**src/rtl/uart_frame_tx_pkg.sv**
```systemverilog
package uart_frame_tx_pkg;

    localparam int CHAR_W = 8;

    typedef enum logic [2:0] {
        ST_IDLE,
        ST_START,
        ST_DATA,
        ST_PAR,
        ST_STOP
    } tx_state_e;

    typedef struct packed {
        logic [1:0] len;
        logic       par_en;
        logic       par_odd;
        logic       stop2;
        logic       fast;
    } line_cfg_t;

    // Mask selecting the active data bits for a length code (0..3 -> 5..8 bits)
    function automatic logic [CHAR_W-1:0] len_mask(input logic [1:0] len);
        return {CHAR_W{1'b1}} >> (2'd3 - len);
    endfunction

endpackage

```
**src/rtl/uart_frame_tx_fifo.sv**
```systemverilog
module uart_frame_tx_fifo #(
    parameter int DEPTH = 16,
    parameter int WIDTH = 8
) (
    input  logic                         clk,
    input  logic                         rst_n,
    input  logic                         push,
    input  logic [WIDTH-1:0]             push_data,
    input  logic                         pop,
    output logic [WIDTH-1:0]             head,
    output logic                         empty,
    output logic                         full,
    output logic [$clog2(DEPTH+1)-1:0]   count
);
    localparam int AW = (DEPTH > 1) ? $clog2(DEPTH) : 1;
    localparam int CW = $clog2(DEPTH+1);
    localparam logic [AW-1:0] LAST = AW'(DEPTH-1);

    typedef struct packed {
        logic [DEPTH-1:0][WIDTH-1:0] mem;
        logic [AW-1:0]               wptr;
        logic [AW-1:0]               rptr;
        logic [CW-1:0]               cnt;
    } fifo_state_t;

    fifo_state_t st_d, st_q;
    logic push_ok, pop_ok;

    always_comb begin
        st_d    = st_q;
        push_ok = push && (st_q.cnt != CW'(DEPTH));
        pop_ok  = pop && (st_q.cnt != '0);
        if (push_ok) begin
            st_d.mem[st_q.wptr] = push_data;
            st_d.wptr = (st_q.wptr == LAST) ? '0 : st_q.wptr + 1'b1;
        end
        if (pop_ok) begin
            st_d.rptr = (st_q.rptr == LAST) ? '0 : st_q.rptr + 1'b1;
        end
        case ({push_ok, pop_ok})
            2'b10:   st_d.cnt = st_q.cnt + 1'b1;
            2'b01:   st_d.cnt = st_q.cnt - 1'b1;
            default: st_d.cnt = st_q.cnt;
        endcase
    end

    always_ff @(posedge clk or negedge rst_n) begin
        if (!rst_n) st_q <= '0;
        else        st_q <= st_d;
    end

    assign head  = st_q.mem[st_q.rptr];
    assign empty = (st_q.cnt == '0);
    assign full  = (st_q.cnt == CW'(DEPTH));
    assign count = st_q.cnt;

endmodule

```
**src/rtl/uart_frame_tx_shifter.sv**
```systemverilog
module uart_frame_tx_shifter
    import uart_frame_tx_pkg::*;
#(
    parameter int SLOW_TICKS = 16,
    parameter int FAST_TICKS = 8
) (
    input  logic              clk,
    input  logic              rst_n,
    input  logic              tick,
    input  logic              load,
    input  logic [CHAR_W-1:0] load_data,
    input  line_cfg_t         load_cfg,
    output logic              tx,
    output logic              active,
    output logic              frame_done
);
    localparam int TW = $clog2(SLOW_TICKS);
    localparam logic [TW-1:0] SLOW_LAST = TW'(SLOW_TICKS-1);
    localparam logic [TW-1:0] FAST_LAST = TW'(FAST_TICKS-1);

    typedef struct packed {
        tx_state_e         state;
        logic [1:0]        len;
        logic              par_en;
        logic              stop2;
        logic              fast;
        logic [CHAR_W-1:0] shreg;
        logic              par;
        logic [TW-1:0]     tcnt;
        logic [2:0]        bcnt;
    } shift_state_t;

    shift_state_t st_d, st_q;
    logic         bit_end;
    logic [CHAR_W-1:0] masked;

    always_comb begin
        st_d    = st_q;
        bit_end = (st_q.state != ST_IDLE) && tick &&
                  (st_q.tcnt == (st_q.fast ? FAST_LAST : SLOW_LAST));
        frame_done = bit_end && (st_q.state == ST_STOP) &&
                     (!st_q.stop2 || st_q.bcnt == 3'd1);
        masked  = load_data & len_mask(load_cfg.len);

        if (st_q.state != ST_IDLE && tick) begin
            st_d.tcnt = bit_end ? '0 : st_q.tcnt + 1'b1;
        end

        if (bit_end) begin
            unique case (st_q.state)
                ST_START: begin
                    st_d.state = ST_DATA;
                    st_d.bcnt  = '0;
                end
                ST_DATA: begin
                    st_d.shreg = st_q.shreg >> 1;
                    if (st_q.bcnt == ({1'b0, st_q.len} + 3'd4)) begin
                        st_d.state = st_q.par_en ? ST_PAR : ST_STOP;
                        st_d.bcnt  = '0;
                    end else begin
                        st_d.bcnt  = st_q.bcnt + 3'd1;
                    end
                end
                ST_PAR: begin
                    st_d.state = ST_STOP;
                    st_d.bcnt  = '0;
                end
                ST_STOP: begin
                    if (st_q.stop2 && st_q.bcnt == 3'd0) st_d.bcnt  = 3'd1;
                    else                                 st_d.state = ST_IDLE;
                end
                default: st_d.state = ST_IDLE;
            endcase
        end

        if (load) begin
            st_d.state  = ST_START;
            st_d.len    = load_cfg.len;
            st_d.par_en = load_cfg.par_en;
            st_d.stop2  = load_cfg.stop2;
            st_d.fast   = load_cfg.fast;
            st_d.shreg  = masked;
            st_d.par    = (^masked) ^ load_cfg.par_odd;
            st_d.tcnt   = '0;
            st_d.bcnt   = '0;
        end
    end

    always_ff @(posedge clk or negedge rst_n) begin
        if (!rst_n) st_q <= '{state: ST_IDLE, default: '0};
        else        st_q <= st_d;
    end

    always_comb begin
        unique case (st_q.state)
            ST_START: tx = 1'b0;
            ST_DATA:  tx = st_q.shreg[0];
            ST_PAR:   tx = st_q.par;
            default:  tx = 1'b1;
        endcase
    end

    assign active = (st_q.state != ST_IDLE);

endmodule

```
**src/rtl/uart_frame_tx.sv**
```systemverilog
module uart_frame_tx
    import uart_frame_tx_pkg::*;
#(
    parameter int FIFO_DEPTH = 16,
    parameter int SLOW_TICKS = 16,
    parameter int FAST_TICKS = 8
) (
    input  logic       clk,
    input  logic       rst_n,
    input  logic       en,
    input  logic       tick,
    input  logic       wr_valid,
    input  logic [7:0] wr_data,
    input  logic [1:0] cfg_len,
    input  logic       cfg_par_en,
    input  logic       cfg_par_odd,
    input  logic       cfg_stop2,
    input  logic       cfg_fast,
    output logic       tx,
    output logic       busy
);
    localparam int CW = $clog2(FIFO_DEPTH+1);

    logic [CHAR_W-1:0] fifo_head;
    logic              fifo_empty;
    logic              fifo_full;
    logic [CW-1:0]     fifo_count;
    logic              fifo_pop;
    logic              frame_active;
    logic              frame_done;
    line_cfg_t         cfg_now;

    assign cfg_now = '{len: cfg_len, par_en: cfg_par_en, par_odd: cfg_par_odd,
                       stop2: cfg_stop2, fast: cfg_fast};

    // A new frame loads from idle, or in the last tick of the previous frame
    assign fifo_pop = en && !fifo_empty && (!frame_active || frame_done);

    uart_frame_tx_fifo #(
        .DEPTH (FIFO_DEPTH),
        .WIDTH (CHAR_W)
    ) u_fifo (
        .clk       (clk),
        .rst_n     (rst_n),
        .push      (wr_valid),
        .push_data (wr_data),
        .pop       (fifo_pop),
        .head      (fifo_head),
        .empty     (fifo_empty),
        .full      (fifo_full),
        .count     (fifo_count)
    );

    uart_frame_tx_shifter #(
        .SLOW_TICKS (SLOW_TICKS),
        .FAST_TICKS (FAST_TICKS)
    ) u_shift (
        .clk        (clk),
        .rst_n      (rst_n),
        .tick       (tick),
        .load       (fifo_pop),
        .load_data  (fifo_head),
        .load_cfg   (cfg_now),
        .tx         (tx),
        .active     (frame_active),
        .frame_done (frame_done)
    );

    assign busy = !fifo_empty || frame_active;

endmodule

```
**config.mk**
```make
export PLATFORM = sky130hd
export DESIGN_NAME = uart_frame_tx
export DESIGN_NICKNAME = d
export VERILOG_FILES = /design/src/rtl/uart_frame_tx_pkg.sv /design/src/rtl/uart_frame_tx_fifo.sv /design/src/rtl/uart_frame_tx_shifter.sv /design/src/rtl/uart_frame_tx.sv
export SDC_FILE = /design/constraint.sdc
export NUM_CORES = 1
export LEC_CHECK = 0
export ABC_AREA = 1
export ABC_CLOCK_PERIOD_IN_PS = 2800
export BUFFER_PORTS_ARGS = -buffer_cell sky130_fd_sc_hd__buf_2
export CAP_MARGIN = 20
export CORE_MARGIN = 2
export CORE_UTILIZATION = 25
export DETAILED_ROUTE_END_ITERATION = 8
export GPL_TIMING_DRIVEN = 0
export PLACE_DENSITY_LB_ADDON = 0.08
export REMOVE_ABC_BUFFERS = 1
export SYNTH_ARGS = -nofsm -noshare
export SYNTH_HDL_FRONTEND = slang
export SYNTH_SLANG_ARGS = --single-unit
export TNS_END_PERCENT = 20
```
**constraint.sdc**
```tcl
create_clock -name clk -period 2.8 [get_ports clk]
set_input_delay 0.28 -clock clk [delete_from_list [all_inputs] [get_ports clk]]
set_output_delay 0.28 -clock clk [all_outputs]
set_load 0.02 [all_outputs]
```
==> impl_metrics.toml <==
[grt]
grt-ovfl-total = 0
grt_pass1_vias = 6617
grt_max_degree = 102
grt_pass1_wl_um = 39100
antenna_found_initial = 0
grt.total_usage_pct = 14.6

[clock_tree]
h-tree-depth = 4
cts_root_buffer = "clkbuf_16"
cts-buffers-inserted = 17
clkTransAtPathRegs_ps = 70
cts.path.max_buffers = 2
tritoncts = "yes"
clock_latency_ps = 450
cts.sinks = 165

[timing]
period_minus_slack_ps = 2640
max_slew.worst_pin.slew_ps = 945
setup_viol = 0
finalCritPeriodShare_pct = 94.3
holdWs_ps = 37.7
fmax_mhz = 379
hold_viol_final = 0
slew_headroom_pct = 36.8
clock_skew_ps = 17.6
slew_violations = 0
rsz0062_at_grt = "true"

[synthesis]
syn_area_um2 = 8360
synth_top_area_share_pct = 49.4
synth_top_cell_by_area = "dfrtp_1"
synth_area_per_cell_um2 = 8.13
synth-seq-area-share_pct = 49.4
yosysUniqueCellTypes = 41
syn_inst = 1028
ys_ff_latch = 165
synth_area_leaders = "dfrtp_1, nand2_1, o21ai_0, nand3_1, inv_1"
ys_warn_count = 0

[detailed_routing]
drc = 0
detail_route.wl_per_cell_um = 16.6
ant_nets = 0
firstDrtPassIters = 5
drt_iter0_drc = 328
wl_um = 24600
routed_via_density = 4.44
vias = 6595

[status]
status = "complete, no violations"

[die]
die_area_um2 = 34900
initial_utilization_pct = 25.6
die_y_um = 187
core.rowCount = 66
die_w_um = 187
ios = 21
coreArea_um2 = 32700

[worst_hold_path]
hold_class = "in2reg"

[placement]
hpwlAfterDp_um = 14400
dp_cells = 1438
portBuffers = 20
gp_congestion = 0.731

[worst_setup_path]
critical_path_required_ps = 3120
end_kind = "flip-flop"
critPathKind = "reg2reg"
cp_max_fo = 6
arrival_ps = 2960
startpoint_type = "flip-flop"

[cells_and_area]
layout-drive-gt1-share_pct = 10.8
fin_nets = 1062
syn_to_final_growth_pct = 14.0
final_cells = 1485
antennaDiodeCount = 0

[power_and_ir_drop]
max-vdd-ir-drop_mv = 0.480
leakagePower_nw = 4.42
power_density_nw_per_um2 = 1160

[job]
drv_cap = 0
[cells in the mapped netlist]
cell and n:
nand2_1 299, o21ai_0 176, dfrtp_1 165, inv_1 89
nand3_1 75, nor2_1 50, buf_2 21, a21oi_1 17
ha_1 13, o211ai_1 13, buf_4 12, buf_6 12
nand2_2 10, clkbuf_1 9, nand4_1 8, o221ai_1 6
xnor2_1 5, xor2_1 5, clkinv_1 4, inv_2 4
nor3_1 4, o21ai_1 4, nand3b_1 3, nand4_4 3
buf_12 2, nand4_2 2, nor2_2 2, nor2_4 2
a211oi_1 1, a22oi_1 1, a31oi_1 1, inv_4 1
inv_8 1, nor3_2 1, nor4_1 1, nor4_2 1
o211ai_2 1, o21a_1 1, o21ai_2 1, o22ai_1 1
o32ai_1 1
[sequential cells by signal (all words and copies together), names as in the netlist]
signal,flops
u_fifo.st_q,136
u_shift.st_q,24
u_fifo.count,5
[report_power, final]
group / switching (mW) / internal [mW]
combinational: 2.88 / 1.60
clock: 1.08 / 1.35
sequential: 0.740 / 3.39
[stage by stage]
step | total power, mW | TNS, ps | setup slack [ps] | area, um^2 | util [%]
after global placement | 8.42 | -296890 | -2020 | 8610 | 26.3
after global routing | 12.1 | -23.2 | -23.2 | 9530 | 29.1
after CTS | 11.2 | 0 | 9.04 | 9490 | 29.0
after detailed placement | 8.51 | -5140 | -924 | 8710 | 26.6
final | 11.1 | 0 | 158 | 9530 | 29.1
after floorplan | 6.98 | -231 | -231 | 7960 | -
[path summary, 6_finish.rpt]
kind	to	depth (start not counted)	from	slack, ps
setup / recovery	u_fifo.count[4]	20	u_shift.st_q[21]	160
hold reg to reg	u_fifo.st_q[45]	2	u_fifo.st_q[45]	480
max in group asynchronous	u_fifo.st_q[23]	3	rst_n	1460
hold / removal	u_shift.st_q[16]	3	cfg_fast	40
min in group asynchronous	u_fifo.count[3]	2	rst_n	380
setup reg to reg	u_fifo.count[4]	20	u_shift.st_q[21]	160
[layer usage]
| layer | routed length, um | track usage [%] | share of wire [%] | vias up |
|---|---|---|---|---|
| met1 | 12400 | 20.0 | 50 | 3174 |
| met5 | 0 | 0 | 0 | - |
| li1 | - | - | - | 3346 |
| met4 | 243 | 3.51 | 0.99 | 0 |
| met3 | 426 | 2.31 | 1.7 | 19 |
| met2 | 11500 | 24.3 | 47 | 56 |
[cells in the final DEF (no fill, tap or decap), types with 2 or more instances in the layout]
cell type	n
nand2_1	298
o21ai_0	173
dfrtp_1	159
inv_1	87
nand3_1	75
nor2_1	50
buf_2	19
clkbuf_16	17
a21oi_1	15
o211ai_1	13
ha_1	11
buf_4	11
nand2_2	10
nand4_1	8
o21ai_1	7
o221ai_1	6
xor2_1	5
xnor2_1	5
inv_6	5
dfrtp_2	5
inv_2	4
clkinv_1	3
nor3_1	3
nand3b_1	3
nand4_4	3
clkinv_2	3
clkinvlp_4	3
nor2_2	2
nand4_2	2
a21oi_2	2
inv_4	2
nor2_4	2
inv_12	2
clkinv_4	2
bufinv_16	2
buf_8	2
buf_12	2
buf_16	2
[critical path: stages (launching register included)]
cell     delay [ps]
dfrtp_2         420
nor3_4          200
inv_2            70
nand2_4          80
inv_4            50
nand2_2          80
nor2_4           50
nand2_2          80
o21ai_4          80
nand2_8         110
inv_12           40
ha_4            170
xor2_1          150
ha_2            190
a21oi_2         120
o21ai_1         100
a21oi_1         130
inv_1            60
a21oi_1         110
o21ai_1          90
xor2_1          150
[cell type report]
cell class | count | area (um^2)
fillers | 3556 | 23200
flip-flops and latches | 165 | 4140
multi-input cells | 709 | 3520
well taps | 442 | 553
clock buffers | 19 | 443
inverters | 99 | 404
repair buffers | 37 | 313
clock inverters | 13 | 146
repair inverters | 1 | 6.26
[cells by family (layout without fill, tap and decap cells)]
group,count (synthesis),count (layout),share of synthesized area (%)
xor+xnor,10,10,1.05
compound gates,224,224,14.4
simple gates,461,462,23.8
buf+inv,155,169,9.40
flops,165,165,49.4
fa+ha+maj,13,13,1.95
[timing repair]
action / in CTS / in global routing
setup endpoints to repair: 14 / 3
gates resized for setup: 20 / 9
buffers inserted: 9 / 3
pin swaps: 4 / 2
gates cloned: 2 / 0
hold endpoints to repair: 64 / 0
hold buffers: 1 / 0
Note: power is estimated with default switching activity, not from simulation.
